<file path="src/rtl/mif_irq_pkg.sv">
package mif_irq_pkg;

    localparam int          REG_WIDTH     = 16;
    localparam int          ADDR_WIDTH    = 8;
    localparam logic [7:0]  OFS_FLAG      = 8'h28;
    localparam logic [7:0]  OFS_MASK      = 8'h24;

    // Flag bit positions (decoded by software)
    localparam int          BIT_XFER_DONE = 0;
    localparam int          BIT_PROG_DONE = 1;
    localparam int          BIT_RESP_END  = 2;
    localparam int          BIT_RX_REQ    = 5;
    localparam int          BIT_TX_REQ    = 6;
    localparam int          BIT_CARD_IRQ  = 7;

    typedef struct packed {
        logic flag_wr;
        logic mask_wr;
        logic rd_flag;
        logic rd_mask;
        logic rd_any;
    } bus_dec_t;

endpackage

</file>
<file path="src/rtl/mif_bus_dec.sv">
module mif_bus_dec
    import mif_irq_pkg::*;
#(
    parameter int                ADDR_W   = ADDR_WIDTH,
    parameter logic [ADDR_W-1:0] FLAG_ADR = ADDR_W'(OFS_FLAG),
    parameter logic [ADDR_W-1:0] MASK_ADR = ADDR_W'(OFS_MASK)
) (
    input  logic              valid_i,
    input  logic              write_i,
    input  logic [ADDR_W-1:0] addr_i,
    output bus_dec_t          dec_o
);
    logic hit_flag;
    logic hit_mask;

    always_comb begin
        hit_flag      = (addr_i == FLAG_ADR);
        hit_mask      = (addr_i == MASK_ADR);
        dec_o.flag_wr = valid_i &  write_i & hit_flag;
        dec_o.mask_wr = valid_i &  write_i & hit_mask;
        dec_o.rd_flag = valid_i & ~write_i & hit_flag;
        dec_o.rd_mask = valid_i & ~write_i & hit_mask;
        dec_o.rd_any  = valid_i & ~write_i;
    end
endmodule

</file>
<file path="src/rtl/mif_flag_bank.sv">
module mif_flag_bank #(
    parameter int             W        = 16,
    parameter logic [W-1:0]   IMPL_MSK = '0
) (
    input  logic         clk,
    input  logic         rst_n,
    input  logic [W-1:0] set_i,
    input  logic [W-1:0] clr_i,
    output logic [W-1:0] flag_o
);
    logic [W-1:0] flag_d;
    logic [W-1:0] flag_q;

    // set has priority over a same-cycle clear
    always_comb begin
        flag_d = ((flag_q & ~clr_i) | set_i) & IMPL_MSK;
    end

    always_ff @(posedge clk) begin
        if (!rst_n) flag_q <= '0;
        else        flag_q <= flag_d;
    end

    assign flag_o = flag_q;

    for (genvar i = 0; i < W; i++) begin : g_chk
        if (IMPL_MSK[i]) begin : g_impl
            AST_EVENT_SETS: assert property (@(posedge clk) disable iff (!rst_n)
                set_i[i] |=> flag_o[i]);
            AST_ONE_CLEARS: assert property (@(posedge clk) disable iff (!rst_n)
                (clr_i[i] && !set_i[i]) |=> !flag_o[i]);
            AST_FLAG_HOLDS: assert property (@(posedge clk) disable iff (!rst_n)
                (!clr_i[i] && !set_i[i]) |=> $stable(flag_o[i]));
        end
    end
endmodule

</file>
<file path="src/rtl/mif_irq_ctrl.sv">
module mif_irq_ctrl
    import mif_irq_pkg::*;
#(
    parameter int                REG_W    = REG_WIDTH,
    parameter int                ADDR_W   = ADDR_WIDTH,
    parameter logic [ADDR_W-1:0] FLAG_ADR = ADDR_W'(OFS_FLAG),
    parameter logic [ADDR_W-1:0] MASK_ADR = ADDR_W'(OFS_MASK)
) (
    input  logic              clk,
    input  logic              rst_n,
    input  logic              bus_valid,
    input  logic              bus_write,
    input  logic [ADDR_W-1:0] bus_addr,
    input  logic [REG_W-1:0]  bus_wdata,
    output logic [REG_W-1:0]  bus_rdata,
    input  logic              ev_data_done,
    input  logic              ev_prog_done,
    input  logic              ev_resp_end,
    input  logic              ev_card_irq,
    input  logic              rx_fifo_req,
    input  logic              tx_fifo_req,
    output logic              irq
);
    localparam logic [REG_W-1:0] EDGE_MSK = REG_W'((1 << BIT_XFER_DONE) | (1 << BIT_PROG_DONE) |
                                                   (1 << BIT_RESP_END)  | (1 << BIT_CARD_IRQ));
    localparam logic [REG_W-1:0] LVL_MSK  = REG_W'((1 << BIT_RX_REQ) | (1 << BIT_TX_REQ));
    localparam logic [REG_W-1:0] DEF_MSK  = EDGE_MSK | LVL_MSK;

    typedef struct packed {
        logic [REG_W-1:0] mask;
        logic [REG_W-1:0] rdata;
        logic             irq;
    } state_t;

    state_t           st_d;
    state_t           st_q;
    bus_dec_t         dec;
    logic [REG_W-1:0] set_vec;
    logic [REG_W-1:0] clr_vec;
    logic [REG_W-1:0] lvl_vec;
    logic [REG_W-1:0] sticky;
    logic [REG_W-1:0] flag_view;

    mif_bus_dec #(
        .ADDR_W   (ADDR_W),
        .FLAG_ADR (FLAG_ADR),
        .MASK_ADR (MASK_ADR)
    ) dec_i (
        .valid_i (bus_valid),
        .write_i (bus_write),
        .addr_i  (bus_addr),
        .dec_o   (dec)
    );

    always_comb begin
        set_vec                = '0;
        set_vec[BIT_XFER_DONE] = ev_data_done;
        set_vec[BIT_PROG_DONE] = ev_prog_done;
        set_vec[BIT_RESP_END]  = ev_resp_end;
        set_vec[BIT_CARD_IRQ]  = ev_card_irq;
        lvl_vec                = '0;
        lvl_vec[BIT_RX_REQ]    = rx_fifo_req;
        lvl_vec[BIT_TX_REQ]    = tx_fifo_req;
        clr_vec                = dec.flag_wr ? (bus_wdata & EDGE_MSK) : '0;
    end

    mif_flag_bank #(
        .W        (REG_W),
        .IMPL_MSK (EDGE_MSK)
    ) bank_i (
        .clk    (clk),
        .rst_n  (rst_n),
        .set_i  (set_vec),
        .clr_i  (clr_vec),
        .flag_o (sticky)
    );

    always_comb begin
        flag_view = sticky | lvl_vec;
        st_d      = st_q;
        st_d.irq  = |(flag_view & ~st_q.mask);
        if (dec.mask_wr) st_d.mask = bus_wdata;
        if (dec.rd_any) begin
            if (dec.rd_flag)      st_d.rdata = flag_view;
            else if (dec.rd_mask) st_d.rdata = st_q.mask;
            else                  st_d.rdata = '0;
        end
    end

    always_ff @(posedge clk) begin
        if (!rst_n) begin
            st_q.mask  <= '1;
            st_q.rdata <= '0;
            st_q.irq   <= 1'b0;
        end else begin
            st_q <= st_d;
        end
    end

    assign bus_rdata = st_q.rdata;
    assign irq       = st_q.irq;

    AST_ALL_MASKED_QUIET: assert property (@(posedge clk) disable iff (!rst_n)
        (&st_q.mask) |=> !irq);
    AST_RX_OPEN_FIRES: assert property (@(posedge clk) disable iff (!rst_n)
        (rx_fifo_req && !st_q.mask[BIT_RX_REQ]) |=> irq);
    AST_UNDEF_READ_ZERO: assert property (@(posedge clk) disable iff (!rst_n)
        dec.rd_flag |=> ((bus_rdata & ~DEF_MSK) == '0));
    AST_RDATA_HOLDS: assert property (@(posedge clk) disable iff (!rst_n)
        !dec.rd_any |=> $stable(bus_rdata));
endmodule

</file>
<file path="config.mk">
export PLATFORM = sky130hd
export DESIGN_NAME = mif_irq_ctrl
export DESIGN_NICKNAME = d
export VERILOG_FILES = /design/src/rtl/mif_irq_pkg.sv /design/src/rtl/mif_bus_dec.sv /design/src/rtl/mif_flag_bank.sv /design/src/rtl/mif_irq_ctrl.sv
export SDC_FILE = /design/constraint.sdc
export NUM_CORES = 1
export LEC_CHECK = 0
export ABC_AREA = 1
export ABC_CLOCK_PERIOD_IN_PS = 2400
export BUFFER_PORTS_ARGS = -buffer_cell sky130_fd_sc_hd__buf_4
export CORE_UTILIZATION = 36
export CTS_BUF_LIST = sky130_fd_sc_hd__clkbuf_4
export DETAILED_ROUTE_END_ITERATION = 8
export GPL_ROUTABILITY_DRIVEN = 0
export PLACE_DENSITY_LB_ADDON = 0.08
export SYNTH_ARGS = -nofsm -noshare
export SYNTH_HDL_FRONTEND = slang
export SYNTH_SLANG_ARGS = --single-unit
</file>
<file path="constraint.sdc">
create_clock -name clk -period 2.4 [get_ports clk]
set_clock_uncertainty 0.1 [all_clocks]
set_input_delay 0.6 -clock clk [delete_from_list [all_inputs] [get_ports clk]]
set_output_delay 0.6 -clock clk [all_outputs]
set_load 0.005 [all_outputs]
</file>
==> flow_summary.ini <==
[outcome]
status = finished, final reports clean

[die]
start_util = 0.3798
die-area_mm2 = 0.004934
die_height_um = 70.25
rows = 24
fp.dieW_um = 70.25
ioPinCount = 51
core_area_mm2 = 0.004414

[sta]
drv_slew = 0
setup-violations-final = 0
maxSlewHeadroom = 0.7570
rsz0062_at_grt = no
setup_tns_ns = 0
worstMarginPinSlew_ns = 0.3622
finalCriticalPeriod_ns = 1.502
post-route-period-util = 0.6259
max_freq_mhz = 665.7
final-hold-violation-count = 0

[min_path]
holdPathStages = 3
min_path_type = input port to register

[synthesis]
syn_area_per_cell_um2 = 7.354
synth_top_cell_by_area = dfxtp_1
syn_area_mm2 = 0.001677
synth.distinct_cells = 22
syn_nets = 262
synth_warnings = 0
netlist_instances = 228
seq_area_frac_synth = 0.4418
synth-seq-cells = 37
synth_top_area_share = 0.4418
yosys-top-cells-area = dfxtp_1 (44%), nand2_1 (15%), buf_4 (7.2%), a21oi_1 (4.8%), inv_1 (4.3%)

[grt]
grt_max_degree = 22
met1_usage = 0.2077
antenna_found_initial = 0
grt_pass1_vias = 1331
grt.total_usage = 0.1612
grt-ovfl-total = 0
busiest_layer = met2
grt_use_met2 = 0.2519
grt_use_met3 = 0.04906
grt_pass1_wl_um = 6147

[finish]
fin_nets = 298
fin_area_mm2 = 0.002042
ff_latch_area_um2 = 740.7
instances_no_fill = 317
area_delta_synth_final_pct = 21.79
multi_input_area_um2 = 676.9
nFillCells = 474
drive_gt1_frac = 0.2679
diodes = 0

[route]
dr.pass1.iters = 4
wl_um = 3505
route.detailed.drc = 0
vias = 1431
drt_iter0_drc = 50
via_per_inst = 4.514
avgRoutedWirePerCell_um = 11.06
final_antenna_net_count = 0

[critical_path]
r2r_cells = 3
cp_slowest_cell = dfxtp_1
critPathMaxStageDelay_ns = 0.33
crit_fanout = 2
cp_cell_sequence = buf_4
critical_path.top_delay_family = flip-flops
path_buf_inv = 1
cp_data_required_time_ns = 1.70
arrival_ns = 0.80
critPathCaptureType = output port
crit_type = register to output port
startpoint_type = register
critical_path_depth = 1

[place]
postPlaceCellArea_mm2 = 0.001963
place_inst = 309
dpl.hpwl_um = 2558
port_buffers = 50

[clock_network]
cts_sinks = 37
postCtsSetupBuffers = 0
cts_tree = built
cts-root-buf = clkbuf_4
htreeDepth = 2
path_clk_slew_ns = 0.12
post_cts_resized = 0
cts_buffers = 5
clk_latency_ns = 0.34
clockBufferDepth = 2
hold_buffers = 0

[job]
maxCapViolations = 0

[pwr]
irDropWorstVdd_mv = 0.2789
p_per_area_mw_per_mm2 = 571.0
leakage_uw = 0.001070
==> cells in the mapped netlist <==
library cell and instances:
inv_1 19, a21oi_1 16, nor2_1 19, nand2_4 1
o21ai_1 3, clkinv_2 1, nor3_1 1, o22ai_1 3
nand3_2 1, dfxtp_1 37, clkinv_1 2, nand3_1 14
nand4_1 4, o21ai_0 9, nand2_1 66, inv_4 1
buf_6 3, nand2_2 3, clkbuf_1 4, buf_4 16
nor2_8 2, nor2_2 3
==> metrics by stage <==
stage / power (µW) / util / setup WS [ns] / hold slack, ns
2_1_floorplan: 696.3 / - / 0.7889 / 0.3292
3_3_place_gp: 755.0 / 0.4447 / 0.5492 / 0.3444
3_5_place_dp: 754.8 / 0.4447 / 0.5373 / 0.3449
4_1_cts: 1185 / 0.4626 / 0.8765 / 0.3390
5_1_grt: 1230 / 0.4626 / 0.8191 / 0.3330
6_report: 1166 / 0.4626 / 0.8978 / 0.3560
==> logic make-up (layout without fill, tap and decap cells) <==
| family | Yosys count | in the layout | share of synthesized area |
|---|---|---|---|
| buf+inv | 46 | 83 | 0.1545 |
| simple gates | 114 | 114 | 0.3090 |
| compound gates | 31 | 31 | 0.09477 |
| flops | 37 | 37 | 0.4418 |
==> layout make-up <==
type                    count  share of cell area
multi-input cells         145              0.3315
well taps                  52             0.03186
repair buffers             52              0.1912
inverters                  23             0.04412
clock inverters             3             0.02022
flip-flops and latches     37              0.3627
clock buffers               5             0.01838
==> layer usage <==
metal	up-vias	wire length, µm
li1	775	-
met1	615	1653
met2	36	1641
met3	5	162
met4	0	48
met5	-	0
==> worst paths after layout <==
check,from,to,slack (ns)
worst max-delay path,bus_rdata[11],bus_rdata[11],0.90
worst max register to register,st_q[23],irq,1.45
worst min register to register,st_q[30],bus_rdata[13],0.37
worst min-delay path,bus_wdata[11],st_q[28],0.36
==> registers in the layout (all words and copies together) (netlist names) <==
name / flops
irq: 1
bank_i.flag_o: 4
st_q: 16
bus_rdata: 16
==> report_power, final <==
group	internal [µW]	switching [µW]
Combinational	56.7	52.4
Sequential	625	5.49
Clock	216	211
==> worst reg2reg max path: cells and delay by family (launching register included) <==
family / cells / cell delay (ns)
simple gates: 2 / 0.26
flops: 1 / 0.38
compound gates: 1 / 0.10
==> cells in the final DEF, fill, tap and decap left out, types with 2 or more instances in the layout <==
| cell type | n |
|---|---|
| o22ai_1 | 3 |
| nor2_1 | 19 |
| o21ai_1 | 3 |
| nand2_1 | 66 |
| clkbuf_4 | 5 |
| nor2_8 | 2 |
| o21ai_0 | 9 |
| nand4_1 | 4 |
| nand2_2 | 3 |
| buf_4 | 52 |
| clkinv_1 | 3 |
| dfxtp_1 | 37 |
| nand3_1 | 14 |
| a21oi_1 | 16 |
| inv_1 | 19 |
| nor2_2 | 3 |
No activity file was read; power rests on OpenSTA's default activity.
